--- config.mk ---
export PLATFORM = sky130hd
export DESIGN_NAME = t1_tx_timing
export DESIGN_NICKNAME = d
export VERILOG_FILES = /design/src/rtl/t1_tx_pkg.sv /design/src/rtl/t1_sync_edge.sv /design/src/rtl/t1_bit_counter.sv /design/src/rtl/t1_frame_counter.sv /design/src/rtl/t1_strobe_decode.sv /design/src/rtl/t1_tx_timing.sv
export SDC_FILE = /design/constraint.sdc
export NUM_CORES = 1
export LEC_CHECK = 0
export BUFFER_PORTS_ARGS = -buffer_cell sky130_fd_sc_hd__buf_2
export CORE_MARGIN = 2
export CORE_UTILIZATION = 45
export DETAILED_ROUTE_END_ITERATION = 8
export PLACE_DENSITY = 0.66
export SYNTH_ARGS = -nofsm -noshare
export SYNTH_HDL_FRONTEND = slang
export SYNTH_SLANG_ARGS = --single-unit
export TNS_END_PERCENT = 30
--- constraint.sdc ---
create_clock -name clk -period 6.8 [get_ports clk]
set_input_delay 1.7 -clock clk [delete_from_list [all_inputs] [get_ports clk]]
set_output_delay 1.7 -clock clk [all_outputs]
set_load 0.01 [all_outputs]
--- src/rtl/t1_tx_pkg.sv ---
// Package: shared types for the T1 transmit timing generator.
// Assumes one clock per line bit; all decode is relative to the counters.
package t1_tx_pkg;
    // Index of each alignment input inside the edge-detector vector
    typedef enum int {
        SYNC_FRAME = 0,
        SYNC_MULTI = 1
    } t1_sync_idx_e;

    localparam int SYNC_COUNT = 2;
endpackage

--- src/rtl/t1_sync_edge.sv ---
// Module: rising-edge detector for a vector of level inputs.
// Assumes inputs are already synchronous to clk; the edge is reported in
// the same cycle the input is first seen high.
module t1_sync_edge #(
    parameter int N = 2
) (
    input  logic         clk,
    input  logic         rst_n,
    input  logic [N-1:0] level_in,
    output logic [N-1:0] rise_out
);
    logic [N-1:0] level_q;

    for (genvar i = 0; i < N; i++) begin : g_edge
        // Remember the previous level of input i
        always_ff @(posedge clk) begin
            if (!rst_n) level_q[i] <= 1'b0;
            else        level_q[i] <= level_in[i];
        end

        // Edge is new-high versus last-sampled-low
        assign rise_out[i] = level_in[i] & ~level_q[i];
    end
endmodule

--- src/rtl/t1_bit_counter.sv ---
// Module: bit position counter within one T1 frame.
// A multiframe or frame sync edge marks the current cycle as bit 0, so
// the counter loads 1. frame_adv tells the frame counter to move on.
module t1_bit_counter #(
    parameter int FRAME_BITS = 193,
    localparam int BW = $clog2(FRAME_BITS)
) (
    input  logic          clk,
    input  logic          rst_n,
    input  logic          fs_rise,
    input  logic          ms_rise,
    output logic [BW-1:0] bit_cnt,
    output logic          frame_adv
);
    localparam logic [BW-1:0] LAST_BIT = BW'(FRAME_BITS - 1);
    localparam logic [BW-1:0] ONE      = BW'(1);

    // Frame advance: a wrap, or a sync edge arriving away from bit 0
    always_comb begin
        if (ms_rise)      frame_adv = 1'b0;
        else if (fs_rise) frame_adv = (bit_cnt != '0);
        else              frame_adv = (bit_cnt == LAST_BIT);
    end

    // Count bits, reloading after the edge cycle taken as bit 0
    always_ff @(posedge clk) begin
        if (!rst_n)                  bit_cnt <= '0;
        else if (ms_rise || fs_rise) bit_cnt <= ONE;
        else if (bit_cnt == LAST_BIT) bit_cnt <= '0;
        else                         bit_cnt <= bit_cnt + ONE;
    end


    wrap_to_zero_chk: assert property (@(posedge clk) disable iff (!rst_n)
        (bit_cnt == LAST_BIT && !fs_rise && !ms_rise) |=> (bit_cnt == '0));


    fsync_load_chk: assert property (@(posedge clk) disable iff (!rst_n)
        (fs_rise && !ms_rise) |=> (bit_cnt == ONE));
endmodule

--- src/rtl/t1_frame_counter.sv ---
// Module: frame-within-multiframe counter for SF (12) or ESF (24).
// Assumes esf selects the limit live. An index past the SF limit after a
// format change wraps to 0 on its next advance.
module t1_frame_counter #(
    parameter int SF_FRAMES  = 12,
    parameter int ESF_FRAMES = 24,
    localparam int FW = $clog2(ESF_FRAMES)
) (
    input  logic          clk,
    input  logic          rst_n,
    input  logic          esf,
    input  logic          advance,
    input  logic          restart,
    output logic [FW-1:0] frm_cnt
);
    localparam logic [FW-1:0] SF_LAST  = FW'(SF_FRAMES - 1);
    localparam logic [FW-1:0] ESF_LAST = FW'(ESF_FRAMES - 1);

    logic [FW-1:0] last_frm;

    // Pick the final frame index of the active format
    assign last_frm = esf ? ESF_LAST : SF_LAST;

    // Step or restart the frame index
    always_ff @(posedge clk) begin
        if (!rst_n)               frm_cnt <= '0;
        else if (restart)         frm_cnt <= '0;
        else if (advance) begin
            if (frm_cnt >= last_frm) frm_cnt <= '0;
            else                     frm_cnt <= frm_cnt + FW'(1);
        end
    end


    frame_range_chk: assert property (@(posedge clk) disable iff (!rst_n)
        frm_cnt <= ESF_LAST);


    sf_wrap_chk: assert property (@(posedge clk) disable iff (!rst_n)
        (!esf && advance && !restart && frm_cnt == SF_LAST) |=> (frm_cnt == '0));
endmodule

--- src/rtl/t1_strobe_decode.sv ---
// Module: combinational decode of channel, multiframe, signaling and
// data-link strobes from the bit and frame counters.
// Assumes counters are registered, so the outputs follow them glitch-free.
module t1_strobe_decode #(
    parameter int FRAME_BITS  = 193,
    parameter int SLOT_BITS   = 8,
    parameter int SF_FRAMES   = 12,
    parameter int ESF_FRAMES  = 24,
    parameter int SIG_SPACING = 6,
    localparam int BW = $clog2(FRAME_BITS),
    localparam int FW = $clog2(ESF_FRAMES)
) (
    input  logic [BW-1:0] bit_cnt,
    input  logic [FW-1:0] frm_cnt,
    input  logic          esf,
    output logic          chan_clk,
    output logic          mf_mark,
    output logic          sig_sel,
    output logic          sig_frame,
    output logic          link_clk,
    output logic          link_strobe
);
    int b_i;
    int f_i;

    assign b_i = int'(bit_cnt);
    assign f_i = int'(frm_cnt);

    // First bit of each channel, skipping the framing bit
    assign chan_clk = (b_i != 0) && (((b_i - 1) % SLOT_BITS) == 0);

    // First half of the multiframe
    assign mf_mark = esf ? (f_i < ESF_FRAMES / 2) : (f_i < SF_FRAMES / 2);

    // Frames whose number is a multiple of the signaling spacing
    assign sig_frame = (((f_i + 1) % SIG_SPACING) == 0);

    // Selector: ESF splits A/C from B/D, SF runs at twice the rate
    assign sig_sel = esf ? ((f_i % (2 * SIG_SPACING)) < SIG_SPACING)
                         : ((f_i % SIG_SPACING) < (SIG_SPACING / 2));

    // Demand clock: odd frames in ESF, even frames in SF
    assign link_clk = esf ? ((f_i % 2) == 0) : ((f_i % 2) == 1);

    // Link sample point: framing bit of a demanded frame
    assign link_strobe = (b_i == 0) && link_clk;
endmodule

--- src/rtl/t1_tx_timing.sv ---
// Module: T1 transmit frame timing generator (top).
// Assumes one clk per line bit and synchronous sync inputs. Multiframe
// sync has priority over frame sync. Counters free-run with no syncs.
module t1_tx_timing #(
    parameter int FRAME_BITS  = 193,
    parameter int SLOT_BITS   = 8,
    parameter int SF_FRAMES   = 12,
    parameter int ESF_FRAMES  = 24,
    parameter int SIG_SPACING = 6,
    localparam int BW = $clog2(FRAME_BITS),
    localparam int FW = $clog2(ESF_FRAMES)
) (
    input  logic          clk,
    input  logic          rst_n,
    input  logic          esf_mode,
    input  logic          fsync_in,
    input  logic          msync_in,
    output logic [BW-1:0] bit_pos,
    output logic [FW-1:0] frame_idx,
    output logic          chan_clk,
    output logic          mf_mark,
    output logic          sig_sel,
    output logic          sig_frame,
    output logic          link_clk,
    output logic          link_strobe
);
    import t1_tx_pkg::*;

    logic [SYNC_COUNT-1:0] sync_lvl;
    logic [SYNC_COUNT-1:0] sync_rise;
    logic                  fs_rise;
    logic                  ms_rise;
    logic                  frame_adv;

    // Gather the alignment inputs for edge detection
    always_comb begin
        sync_lvl             = '0;
        sync_lvl[SYNC_FRAME] = fsync_in;
        sync_lvl[SYNC_MULTI] = msync_in;
    end

    assign fs_rise = sync_rise[SYNC_FRAME];
    assign ms_rise = sync_rise[SYNC_MULTI];

    t1_sync_edge #(.N(SYNC_COUNT)) u_edge (
        .clk      (clk),
        .rst_n    (rst_n),
        .level_in (sync_lvl),
        .rise_out (sync_rise)
    );

    t1_bit_counter #(.FRAME_BITS(FRAME_BITS)) u_bits (
        .clk       (clk),
        .rst_n     (rst_n),
        .fs_rise   (fs_rise),
        .ms_rise   (ms_rise),
        .bit_cnt   (bit_pos),
        .frame_adv (frame_adv)
    );

    t1_frame_counter #(
        .SF_FRAMES  (SF_FRAMES),
        .ESF_FRAMES (ESF_FRAMES)
    ) u_frames (
        .clk     (clk),
        .rst_n   (rst_n),
        .esf     (esf_mode),
        .advance (frame_adv),
        .restart (ms_rise),
        .frm_cnt (frame_idx)
    );

    t1_strobe_decode #(
        .FRAME_BITS  (FRAME_BITS),
        .SLOT_BITS   (SLOT_BITS),
        .SF_FRAMES   (SF_FRAMES),
        .ESF_FRAMES  (ESF_FRAMES),
        .SIG_SPACING (SIG_SPACING)
    ) u_decode (
        .bit_cnt     (bit_pos),
        .frm_cnt     (frame_idx),
        .esf         (esf_mode),
        .chan_clk    (chan_clk),
        .mf_mark     (mf_mark),
        .sig_sel     (sig_sel),
        .sig_frame   (sig_frame),
        .link_clk    (link_clk),
        .link_strobe (link_strobe)
    );


    msync_align_chk: assert property (@(posedge clk) disable iff (!rst_n)
        ms_rise |=> (bit_pos == BW'(1) && frame_idx == '0));


    chan_not_fbit_chk: assert property (@(posedge clk) disable iff (!rst_n)
        chan_clk |-> (bit_pos != '0));


    strobe_on_fbit_chk: assert property (@(posedge clk) disable iff (!rst_n)
        link_strobe |-> (bit_pos == '0 && link_clk));


    aligned_fsync_chk: assert property (@(posedge clk) disable iff (!rst_n)
        (fs_rise && !ms_rise && bit_pos == '0) |=> $stable(frame_idx));
endmodule

==> run summary <==
Max Transition Viols Final - 0
CTS Buf Count - 3
max_cap viols - 0
gp weighted congestion - 0.807
static leakage - 0.699 nW
GR Util All Layers - 0.186
Tmin final - 5.79 ns
global route hottest layer - met2
area occupied by multi-input gates - 1080 µm²
Worst R2R End - u_frames.frm_cnt[3]
R2R depth - 7
Post-CTS Setup Bufs - 0
Hold Violations, Final - 0
largest fanout on the critical path - 17
initial drt markers - 106
final setup margin - 1.01 ns
area grow syn2layout - 10.8%
Peak VDD IR - 0.118 mV
H-tree depth - 1
drt first pass iters - 4
share of cells above drive strength 1 - 0.192
Clock Latency Late Sink - 0.28 ns
chip height - 61.0 µm
filler instances - 312
part of the power in combinational logic - 0.146
sequential cell area - 300 µm²
met1 Usage GRT - 0.241
Critical Path Source Type - register
Max Clk Rate - 173 MHz
worst hold slack - 0.606 ns
crit share post-route - 0.851
FFs w/ async S/R, synth - 0
number of global-route vias before repair - 1296
synthesized area per cell - 8.00 µm²
worst slew pin tran - 0.637 ns
Rows - 20
R2R Setup Slk - 4.64 ns
Diodes inserted - 0
first-pass GRT wire length - 5420 µm
# setup viols final - 0
Post-Syn Nets - 201
Total Wirelength - 3160 µm
total die area - 3730 µm²
CTS clk-pin slew, worst paths - 0.08 ns
core area - 3080 µm²
outcome - finished, final reports clean
Cells after Synth - 183
ys flop type - dfxtp_1
initial antenna violation count - 0
Hold Crit Class - register to register
RR Startpoint - u_frames.frm_cnt[1]
switching pwr - 42.6 µW
CTS Hold Bufs - 0
nets@finish - 222
clock skew - 0.00347 ns
Power Total - 165 µW
WHS Path Cells - 2
post-synth cell types - 55
Min-Delay Endpoint - u_bits.bit_cnt[3]
antenna viol nets, final - 0
sw frac - 0.258
IO Count - 24
CTS tree - yes
Die W - 61.0 µm
Starting Density - 0.476
Required @ worst endpoint - 5.10 ns
CP Class - register to output port
DRC viols - 0
cts repair resizes - 0
post-synthesis sequential area ratio - 0.205
Layout Utilization - 0.527
RSZ-0062 raised after global routing - no
CTS Root Cell - clkbuf_4
Worst setup EP type - output port
Placement Setup Slack - 1.30 ns
grt ovf - 0
synthesized flop and latch total - 15
Warnings, synthesis - 0
Mapped Area - 1460 µm²
PwrDens - 102 nW/µm²
Clock power frac - 0.297
DP HPWL - 2390 µm
Slew HR - 0.575
maximum root-to-sink buffer count - 2
vias per inst - 5.54
met2 Use GR - 0.325
crit path DAT - 4.09 ns
EDFF count, synth - 0
Clock Sink Count - 15
via count - 1368
Reg power frac - 0.557
largest net degree at the start of global routing - 25
met3 Track Usage GR - 0.0231
Hold Path Origin - u_bits.bit_cnt[3]
cell-internal power - 122 µW
I/O Buffers - 23
WL/cell - 12.8 µm
TNS Setup - 0 ns
==> kinds of logic (layout without fill, tap and decap cells) <==
family                     Yosys count  after routing  share of synthesized area
xor gates and xnor gates            11             11                     0.0709
adders and majority gates           13             13                      0.111
and+or+nand+nor                     75             75                      0.293
buffers and inverters               18             38                     0.0573
AOI/OAI and AO/OA                   50             50                      0.253
DFF                                 15             15                      0.205
muxes                                1              1                    0.00940
==> critical path, cell delays in order (launching register included) <==
cell and delay (ns):
dfxtp_1 0.69, ha_1 0.52, nand3_1 0.20, xnor2_1 0.18, ha_1 0.32, or3_4 0.38, nor3_4 0.18, nor2_1 0.10
nand3_1 0.09, o21ai_0 0.09, ha_1 0.28, nor2b_1 0.13, nor3b_2 0.18, o31ai_1 0.09, a211oi_2 0.22, buf_2 0.15
==> cell usage in the layout (no fill, tap or decap), drive strengths merged, types with 2 or more instances in the layout <==
cell type / Yosys / final
a211o: 4 / 4
a211oi: 3 / 3
a21o: 5 / 5
a21oi: 13 / 13
a31oi: 2 / 2
and2: 4 / 4
buf: 6 / 24
clkbuf: 2 / 4
dfxtp: 15 / 15
ha: 13 / 13
inv: 10 / 10
nand2: 12 / 12
nand2b: 4 / 4
nand3: 12 / 12
nand3b: 2 / 2
nand4: 2 / 2
nand4b: 2 / 2
nor2: 17 / 17
nor2b: 6 / 6
nor3: 6 / 6
nor3b: 2 / 2
o211ai: 3 / 3
o21ai: 5 / 5
o22ai: 3 / 3
o31ai: 2 / 2
o41ai: 2 / 2
or3: 3 / 3
xnor2: 4 / 4
xor2: 7 / 7
==> cell type report <==
| class | count | share of cell area |
|---|---|---|
| Multi-Input combinational cell | 150 | 0.666 |
| Sequential cell | 15 | 0.185 |
| Timing Repair Buffer | 24 | 0.0756 |
| Tap cell | 44 | 0.0340 |
| Inverter | 10 | 0.0231 |
| Clock buffer | 4 | 0.0162 |
==> registers in the layout, indices dropped and copies added, names as in the netlist <==
name,cells
u_bits.bit_cnt,8
u_frames.frm_cnt,5
u_edge.level_q,2
==> synth_stat cells, drive strengths merged (4+ instances only) <==
cell type | number | area share
a21o | 5 | 0.026
nand2 | 12 | 0.031
inv | 10 | 0.026
buf | 6 | 0.026
a211o | 4 | 0.024
xor2 | 7 | 0.047
a21oi | 13 | 0.047
and2 | 4 | 0.017
ha | 13 | 0.11
nor2 | 17 | 0.044
xnor2 | 4 | 0.024
o21ai | 5 | 0.020
nor2b | 6 | 0.026
nand3 | 12 | 0.050
nand2b | 4 | 0.017
dfxtp | 15 | 0.21
nor3 | 6 | 0.032
==> how the worst max path moves through the flow <==
| stage | endpoint | start | cells past startpoint | slack [ns] |
|---|---|---|---|---|
| final | sig_frame | u_frames.frm_cnt[1] | 15 | 1.01 |
| after floorplan | sig_frame | u_frames.frm_cnt[2] | 15 | 1.86 |
| after global placement | sig_frame | u_frames.frm_cnt[1] | 15 | 1.46 |
| after global routing | sig_frame | u_frames.frm_cnt[1] | 15 | 0.65 |
| after detailed placement | sig_frame | u_frames.frm_cnt[1] | 15 | 1.30 |
| after CTS | sig_frame | u_frames.frm_cnt[1] | 15 | 0.97 |
==> power groups by stage <==
stage / clock, mW / sequential, mW / combinational (mW)
after floorplan: 0 / 0.0935 / 0.0163
after global placement: 0 / 0.0938 / 0.0232
after detailed placement: 0 / 0.0939 / 0.0241
after CTS: 0.0528 / 0.0919 / 0.0243
after global routing: 0.0560 / 0.0923 / 0.0271
final: 0.0491 / 0.0919 / 0.0241
==> metal layers <==
layer  routed length, µm  vias to the layer above
met5                   0                        -
li1                    -                      704
met3                 110                        2
met1                1510                      629
met2                1520                       33
met4                  19                        0
==> through the flow <==
stage	instances	instance area, µm²
after global placement	243	1600
final	247	1620
after CTS	247	1620
after floorplan	183	1460
after detailed placement	243	1600
after global routing	247	1620
Note: power is estimated with default switching activity, not from simulation.
